File: config.mk
export PLATFORM = sky130hd
export DESIGN_NAME = modem_status_irq
export DESIGN_NICKNAME = d
export VERILOG_FILES = /design/src/rtl/msc_pkg.sv /design/src/rtl/msc_sync.sv /design/src/rtl/msc_edge_det.sv /design/src/rtl/msc_delta_reg.sv /design/src/rtl/modem_status_irq.sv
export SDC_FILE = /design/constraint.sdc
export NUM_CORES = 1
export LEC_CHECK = 0
export BUFFER_PORTS_ARGS = -buffer_cell sky130_fd_sc_hd__buf_2
export CORE_AREA = 8 8 45 47
export DETAILED_ROUTE_END_ITERATION = 6
export DIE_AREA = 0 0 53 55
export GPL_TIMING_DRIVEN = 0
export PLACE_DENSITY = 0.72
export SLEW_MARGIN = 20
export SYNTH_ARGS = -nofsm -noshare
export SYNTH_HDL_FRONTEND = slang
export SYNTH_SLANG_ARGS = --single-unit
export TNS_END_PERCENT = 1
File: constraint.sdc
create_clock -name clk -period 1.05 [get_ports clk]
set_input_delay 0.105 -clock clk [delete_from_list [all_inputs] [get_ports clk]]
set_output_delay 0.105 -clock clk [all_outputs]
set_load 0.005 [all_outputs]
File: src/rtl/msc_pkg.sv
package msc_pkg;

    localparam int LINE_CNT = 4;
    localparam int STAT_W   = 2 * LINE_CNT;

    typedef enum logic [1:0] {
        LINE_CTS = 2'd0,
        LINE_DSR = 2'd1,
        LINE_RI  = 2'd2,
        LINE_DCD = 2'd3
    } line_idx_e;

    // Packed so that cts lands in bit 0 and dcd in bit 3
    typedef struct packed {
        logic dcd;
        logic ri;
        logic dsr;
        logic cts;
    } lines_t;

    typedef struct packed {
        lines_t level;
        lines_t delta;
    } status_t;

    typedef enum logic {
        DET_ANY  = 1'b0,
        DET_RISE = 1'b1
    } det_mode_e;

    // Default detection mode per line: only RI is rise-only
    localparam logic [LINE_CNT-1:0] RISE_ONLY_DEFAULT = 4'b0100;

    function automatic logic edge_seen(det_mode_e mode, logic prev, logic cur);
        if (mode == DET_RISE)
            return cur & ~prev;
        return cur ^ prev;
    endfunction

    function automatic lines_t pack_lines(logic cts, logic dsr, logic ri, logic dcd);
        lines_t l;
        l.cts = cts;
        l.dsr = dsr;
        l.ri  = ri;
        l.dcd = dcd;
        return l;
    endfunction

endpackage

File: src/rtl/msc_sync.sv
module msc_sync #(
    parameter int WIDTH  = 4,
    parameter int STAGES = 2
) (
    input  logic             clk,
    input  logic             rst,
    input  logic [WIDTH-1:0] din,
    output logic [WIDTH-1:0] dout
);
    logic [WIDTH-1:0] chain [STAGES];

    for (genvar g = 0; g < STAGES; g++) begin : g_stage
        if (g == 0) begin : g_first
            always_ff @(posedge clk) begin
                if (rst) chain[g] <= '0;
                else     chain[g] <= din;
            end
        end else begin : g_next
            always_ff @(posedge clk) begin
                if (rst) chain[g] <= '0;
                else     chain[g] <= chain[g-1];
            end
        end
    end

    assign dout = chain[STAGES-1];
endmodule

File: src/rtl/msc_edge_det.sv
module msc_edge_det
    import msc_pkg::*;
#(
    parameter int                 WIDTH     = LINE_CNT,
    parameter logic [WIDTH-1:0]   RISE_MASK = RISE_ONLY_DEFAULT
) (
    input  logic             clk,
    input  logic             rst,
    input  logic [WIDTH-1:0] cur,
    output logic [WIDTH-1:0] hit
);
    logic [WIDTH-1:0] prev_q;

    always_ff @(posedge clk) begin
        if (rst) prev_q <= '0;
        else     prev_q <= cur;
    end

    for (genvar i = 0; i < WIDTH; i++) begin : g_line
        localparam det_mode_e MODE = RISE_MASK[i] ? DET_RISE : DET_ANY;
        assign hit[i] = edge_seen(MODE, prev_q[i], cur[i]);
    end
endmodule

File: src/rtl/msc_delta_reg.sv
module msc_delta_reg #(
    parameter int WIDTH = 4
) (
    input  logic             clk,
    input  logic             rst,
    input  logic [WIDTH-1:0] hit,
    input  logic             clr,
    output logic [WIDTH-1:0] delta,
    output logic             pend
);
    logic [WIDTH-1:0] delta_q;
    logic [WIDTH-1:0] delta_d;

    always_comb begin
        delta_d = clr ? '0 : delta_q;
        delta_d = delta_d | hit;   // a new edge outranks the clear
    end

    always_ff @(posedge clk) begin
        if (rst) delta_q <= '0;
        else     delta_q <= delta_d;
    end

    assign delta = delta_q;
    assign pend  = |delta_q;
endmodule

File: src/rtl/modem_status_irq.sv
module modem_status_irq
    import msc_pkg::*;
#(
    parameter int               SYNC_STAGES = 2,
    parameter logic [LINE_CNT-1:0] RISE_MASK = RISE_ONLY_DEFAULT
) (
    input  logic              clk,
    input  logic              rst,
    input  logic              cts_in,
    input  logic              dsr_in,
    input  logic              ri_in,
    input  logic              dcd_in,
    input  logic              irq_en,
    input  logic              rd_en,
    output logic [STAT_W-1:0] rd_data,
    output logic              irq_pend,
    output logic              irq_out
);
    lines_t               raw_lines;
    logic [LINE_CNT-1:0]  lvl_sync;
    logic [LINE_CNT-1:0]  edge_hit;
    logic [LINE_CNT-1:0]  delta_q;
    logic                 pend_w;
    status_t              stat;

    assign raw_lines = pack_lines(cts_in, dsr_in, ri_in, dcd_in);

    msc_sync #(.WIDTH(LINE_CNT), .STAGES(SYNC_STAGES)) u_sync (
        .clk (clk),
        .rst (rst),
        .din (raw_lines),
        .dout(lvl_sync)
    );

    msc_edge_det #(.WIDTH(LINE_CNT), .RISE_MASK(RISE_MASK)) u_edge (
        .clk(clk),
        .rst(rst),
        .cur(lvl_sync),
        .hit(edge_hit)
    );

    msc_delta_reg #(.WIDTH(LINE_CNT)) u_delta (
        .clk  (clk),
        .rst  (rst),
        .hit  (edge_hit),
        .clr  (rd_en),
        .delta(delta_q),
        .pend (pend_w)
    );

    assign stat.level = lines_t'(lvl_sync);
    assign stat.delta = lines_t'(delta_q);
    assign rd_data    = stat;
    assign irq_pend   = pend_w;
    assign irq_out    = pend_w & irq_en;
endmodule

# == Yosys cells after proc, flatten, opt, wreduce, memory -nomap -nowiden ==
# Memories as Yosys holds them, arrays and structs flattened.
# Cells that the tools add are included.
# totals
out_inout_bits,10
mem_bits_ro,0
mem_bits_rw,8
memories,1
reg_bits,8
latch_bits,0
elab_cells,19
# classes
n_addsub,0
reduce_logical,1
n_eq_ne,0
div,0
muxes,6
mul,0
bitwise_logic,9
order_cmp,0
shift,0
# mem_list
name,depth,width,read_ports,rd_ports_with_merged_regs,write_ports,line_no,rtl
u_sync.chain,2,4,2,0,2,msc_sync.sv:10,logic [WIDTH-1:0] chain [STAGES];
# ops
op,n
2-to-1 mux 4 bit,3
bitwise OR 4 bit,1
OR reduction 4 bit,1
2-to-1 mux 1 bit,3
bitwise XOR 1 bit,3
bitwise AND 1 bit,2
bitwise OR 1 bit,2
NOT 1 bit,1

# == Depth between registers and ports, before layout ==
# logic_depth
depth_word,3
depth_mapped,2

# == Cells and area by module ==
# From an unflattened synthesis, not the netlist that was laid out.
# hier_totals
hier_cells,46
area_unflattened_um2,503.0
# modules_own_cells
mod,cells_per_inst,area_each_um2,instances
msc_sync,16,210.2,1
msc_delta_reg,17,148.9,1
msc_edge_det,12,137.6,1
modem_status_irq,1,6.3,1

# == Worst setup path before layout ==
# Ideal clock, no wire load.
# synth_timing
path_type,register to output
startpoint,register u_delta.delta_q[0] (netlist: u_delta.delta[0])
endpoint,output port irq_out
arrival_ns,1.011
path_stages_with_launch,3
path_buffers,0
setup_slack_ns,-0.066
path_cell_list,dfxtp_1 or4_4 and2_4
# synth_between
elab_chain_cells,2
# synth_lines
element,line_no,rtl
"start, declared",msc_delta_reg.sv:11,logic [WIDTH-1:0] delta_q;
"start signal, assigned",msc_delta_reg.sv:21,else delta_q <= delta_d;
OR reduction 4 bit,msc_delta_reg.sv:25,assign pend = |delta_q;
via irq_pend,modem_status_irq.sv:16,"output logic irq_pend,"
bitwise AND 1 bit,modem_status_irq.sv:55,assign irq_out = pend_w & irq_en;
"end, declared",modem_status_irq.sv:17,output logic irq_out
# The timed path passes the listed nets, and every way through them passes these cells.

# == Final worst setup path ==
# layout_timing
startpoint,register u_delta.delta_q[0] (netlist: u_delta.delta[0])
endpoint,output port irq_out
# layout_between
elab_chain_cells,2
# layout_lines
element,line_no
OR reduction 4 bit,msc_delta_reg.sv:25
bitwise AND 1 bit,modem_status_irq.sv:55
# No other way between the ends.

==> run_results.csv <==
group,metric,value,unit
clocking,path_clk_slew,90,ps
place,dpl_worst_slack,-154,ps
routing,wl_met1,396,um
routing,topRoutingLayerUsed,"met4",
clocking,clk-insertion-delay-late,290,ps
worst_setup_path,end_kind,"primary output",
routing,drc_errors,0,
logic_synthesis,netlist_area,498,um^2
run_status,failed_checks,"setup timing",
worst_setup_path,reg2reg_depth,2,
logic_synthesis,synth_xor_area_share,5.28,%
layout,fin_nets,73,
power_and_ir_drop,internal-power,0.905,mW
power_and_ir_drop,power_density,1770,nW/um^2
clocking,ctsHoldBuffers,0,
logic_synthesis,synth_top_family_by_area,"simple AND/OR/NAND/NOR gates",
floorplanning,dieArea,2920,um^2
sta,period_minus_slack,1510,ps
sta,relSlewSlack,72.4,%
layout,num_antenna_cells,0,
layout,layout_commonest_cell,"buf_2",
power_and_ir_drop,clkPwrFrac,35.3,%
layout,n_fill_cell,142,
floorplanning,die_h,55,um
sta,fin_ws,-459,ps
logic_synthesis,netlist-cell-type-count,9,
routing,vias_per_cell,4.26,
layout,regArea,322,um^2
place,place.gp.congestion,0.675,
worst_setup_path,required,940,ps
power_and_ir_drop,switchingPower,0.243,mW
power_and_ir_drop,pwr-share-comb,8.4,%
routing,post_drt_wl_per_cell,10.7,um
layout,multi_input_comb_area,174,um^2
clocking,cts_inserted_buffers,3,
global_routing,overflow,0,
global_routing,grt_pass1_wl,1270,um
clocking,htree_levels,1,
clocking,cts_buffer_depth,2,
worst_setup_path,startpoint,"u_delta.delta[0]$_SDFF_PP0_",
global_routing,antenna_found_initial,0,
power_and_ir_drop,max-vdd-ir-drop,0.853,mV
layout,drive_gt1_share,37.5,%
power_and_ir_drop,power_frac_seq,56.3,%
sta,hold_viol_final,0,
place,port_buffers,17,
layout,final_area,647,um^2
clocking,cts.sinks,16,
worst_setup_path,cp_max_fo,3,
sta,rsz0062_at_grt,"yes",
routing,wl_met2,334,um
worst_setup_path,arrival,1400,ps
sta,fin_skew,0.991,ps
layout,mostFrequentLayoutCells,"buf_2, dfxtp_1, nor2b_1, nand2b_1, a21oi_1",
power_and_ir_drop,finalPower,1.15,mW
sta,finalSetupTns,-804,ps
routing,wl_met3,100,um
sta,finalSetupViolCount,2,
place,post_dp_cell_area,603,um^2
clocking,cts_tree,"built",
logic_synthesis,ys_ff_latch,16,
routing,firstDrtPassIters,1,
routing,drtAntennaViolNets,0,
global_routing,first_global_vias,317,
routing,routed_wl,857,um
clocking,root_buffer,"clkbuf_4",
clocking,cts_setup_buffers,0,
worst_hold_path,whs_path_depth,2,
logic_synthesis,syn-num-nets,51,
floorplanning,start_util,36.0,%
power_and_ir_drop,swShare,21.1,%
run,maxCapViolations,0,
floorplanning,die_x,53,um
floorplanning,core,1380,um^2
logic_synthesis,ys_warn_count,0,
logic_synthesis,synth.area.mux_share,0,%
logic_synthesis,synth_fa_ha_area_share,0,%
global_routing,grt_start_max_net_pins,11,
logic_synthesis,yosys.area_share.simple,25.6,%
routing,drt_iter0_markers,0,
sta,worst_pin_slew,414,ps
logic_synthesis,synth_compound_gate_area_share,4.02,%
logic_synthesis,syn_area_per_cell,11.6,um^2
layout,syn2layout_area_growth,29.9,%
sta,fmax,663,MHz
worst_setup_path,worstSetupPathType,"flip-flop to primary output",
worst_setup_path,r2r_start,"u_delta.delta[0]$_SDFF_PP0_",
layout,postLayoutCoreUtil,46.7,%
worst_hold_path,worstHoldStart,"dsr_in",
sta,slew_viol_final,0,
run_status,outcome,"complete, but fails checks",
logic_synthesis,netlist_instances,43,
routing,vias,341,
logic_synthesis,seq_area_frac_synth,64.3,%
power_and_ir_drop,p_leak,0.285,nW
worst_hold_path,hold_class,"primary input to flip-flop",
sta,post-route-period-util,144,%
global_routing,grt_usage,6.33,%
floorplanning,io_pins,18,
floorplanning,row_count,14,
worst_setup_path,startpoint_type,"flip-flop",
-- flip-flops by register name, indices dropped and copies added, names as in the netlist --
| name | cells |
|---|---|
| u_sync.chain | 8 |
| u_delta.delta | 4 |
| u_edge.prev_q | 4 |
-- stage by stage --
stage,std cells,hold WS [ps]
detailed placement,76,320
finish,80,16.2
global placement,76,312
floorplan,43,177
global route,80,22.3
CTS,80,14.3
-- routing by layer --
metal	track usage (%)	vias up
met1	6.50	144
met4	6.47	0
met5	0	-
met2	8.59	18
li1	-	176
met3	3.74	3
-- synth_stat cells --
cell / count / area share (%)
dfxtp_1: 16 / 64
nor2b_1: 12 / 15
a21oi_1: 4 / 4.0
nand2b_1: 4 / 5.0
xnor2_1: 3 / 5.3
and2_4: 1 / 1.8
clkbuf_1: 1 / 0.75
or2b_1: 1 / 1.5
or4_4: 1 / 2.3
-- critical path, stage by stage (launching register included) --
cell     delay, ps
dfxtp_2        330
or4_4          530
and2_4         150
buf_6          110
-- timing repair --
item / CTS / global route
setup endpoints to repair: 2 / 2
pin swaps: 0 / 0
resized for setup: 2 / 0
-- power groups by stage --
stage	registers (mW)	clock network, mW	logic [mW]
6_report	0.646	0.405	0.0964
5_1_grt	0.649	0.437	0.107
4_1_cts	0.647	0.415	0.0989
3_5_place_dp	0.660	0	0.0937
3_3_place_gp	0.659	0	0.0909
2_1_floorplan	0.660	0	0.0475
-- cell families after synthesis --
kind of cell	Yosys count
DFF	16
xor gates and xnor gates	3
AOI/OAI and AO/OA	4
buffers and inverters	1
and+or+nand+nor	19
-- path summary, 6_finish.rpt --
kind | end | slack [ps]
min reg2reg | u_sync.chain[1][0]$_SDFF_PP0_ | 450
max reg2reg | u_delta.delta[0]$_SDFF_PP0_ | 310
max | irq_out | -460
min | u_sync.chain[0][1]$_SDFF_PP0_ | 20
-- layout make-up --
cell class / instances / area share [%]
sequential: 16 / 49.7
multi-input combinational: 26 / 26.9
timing repair buffer: 17 / 14.1
clock buffer: 4 / 5.61
tap: 16 / 3.09
buffer: 1 / 0.580
Power figures use the tool's default switching activity.
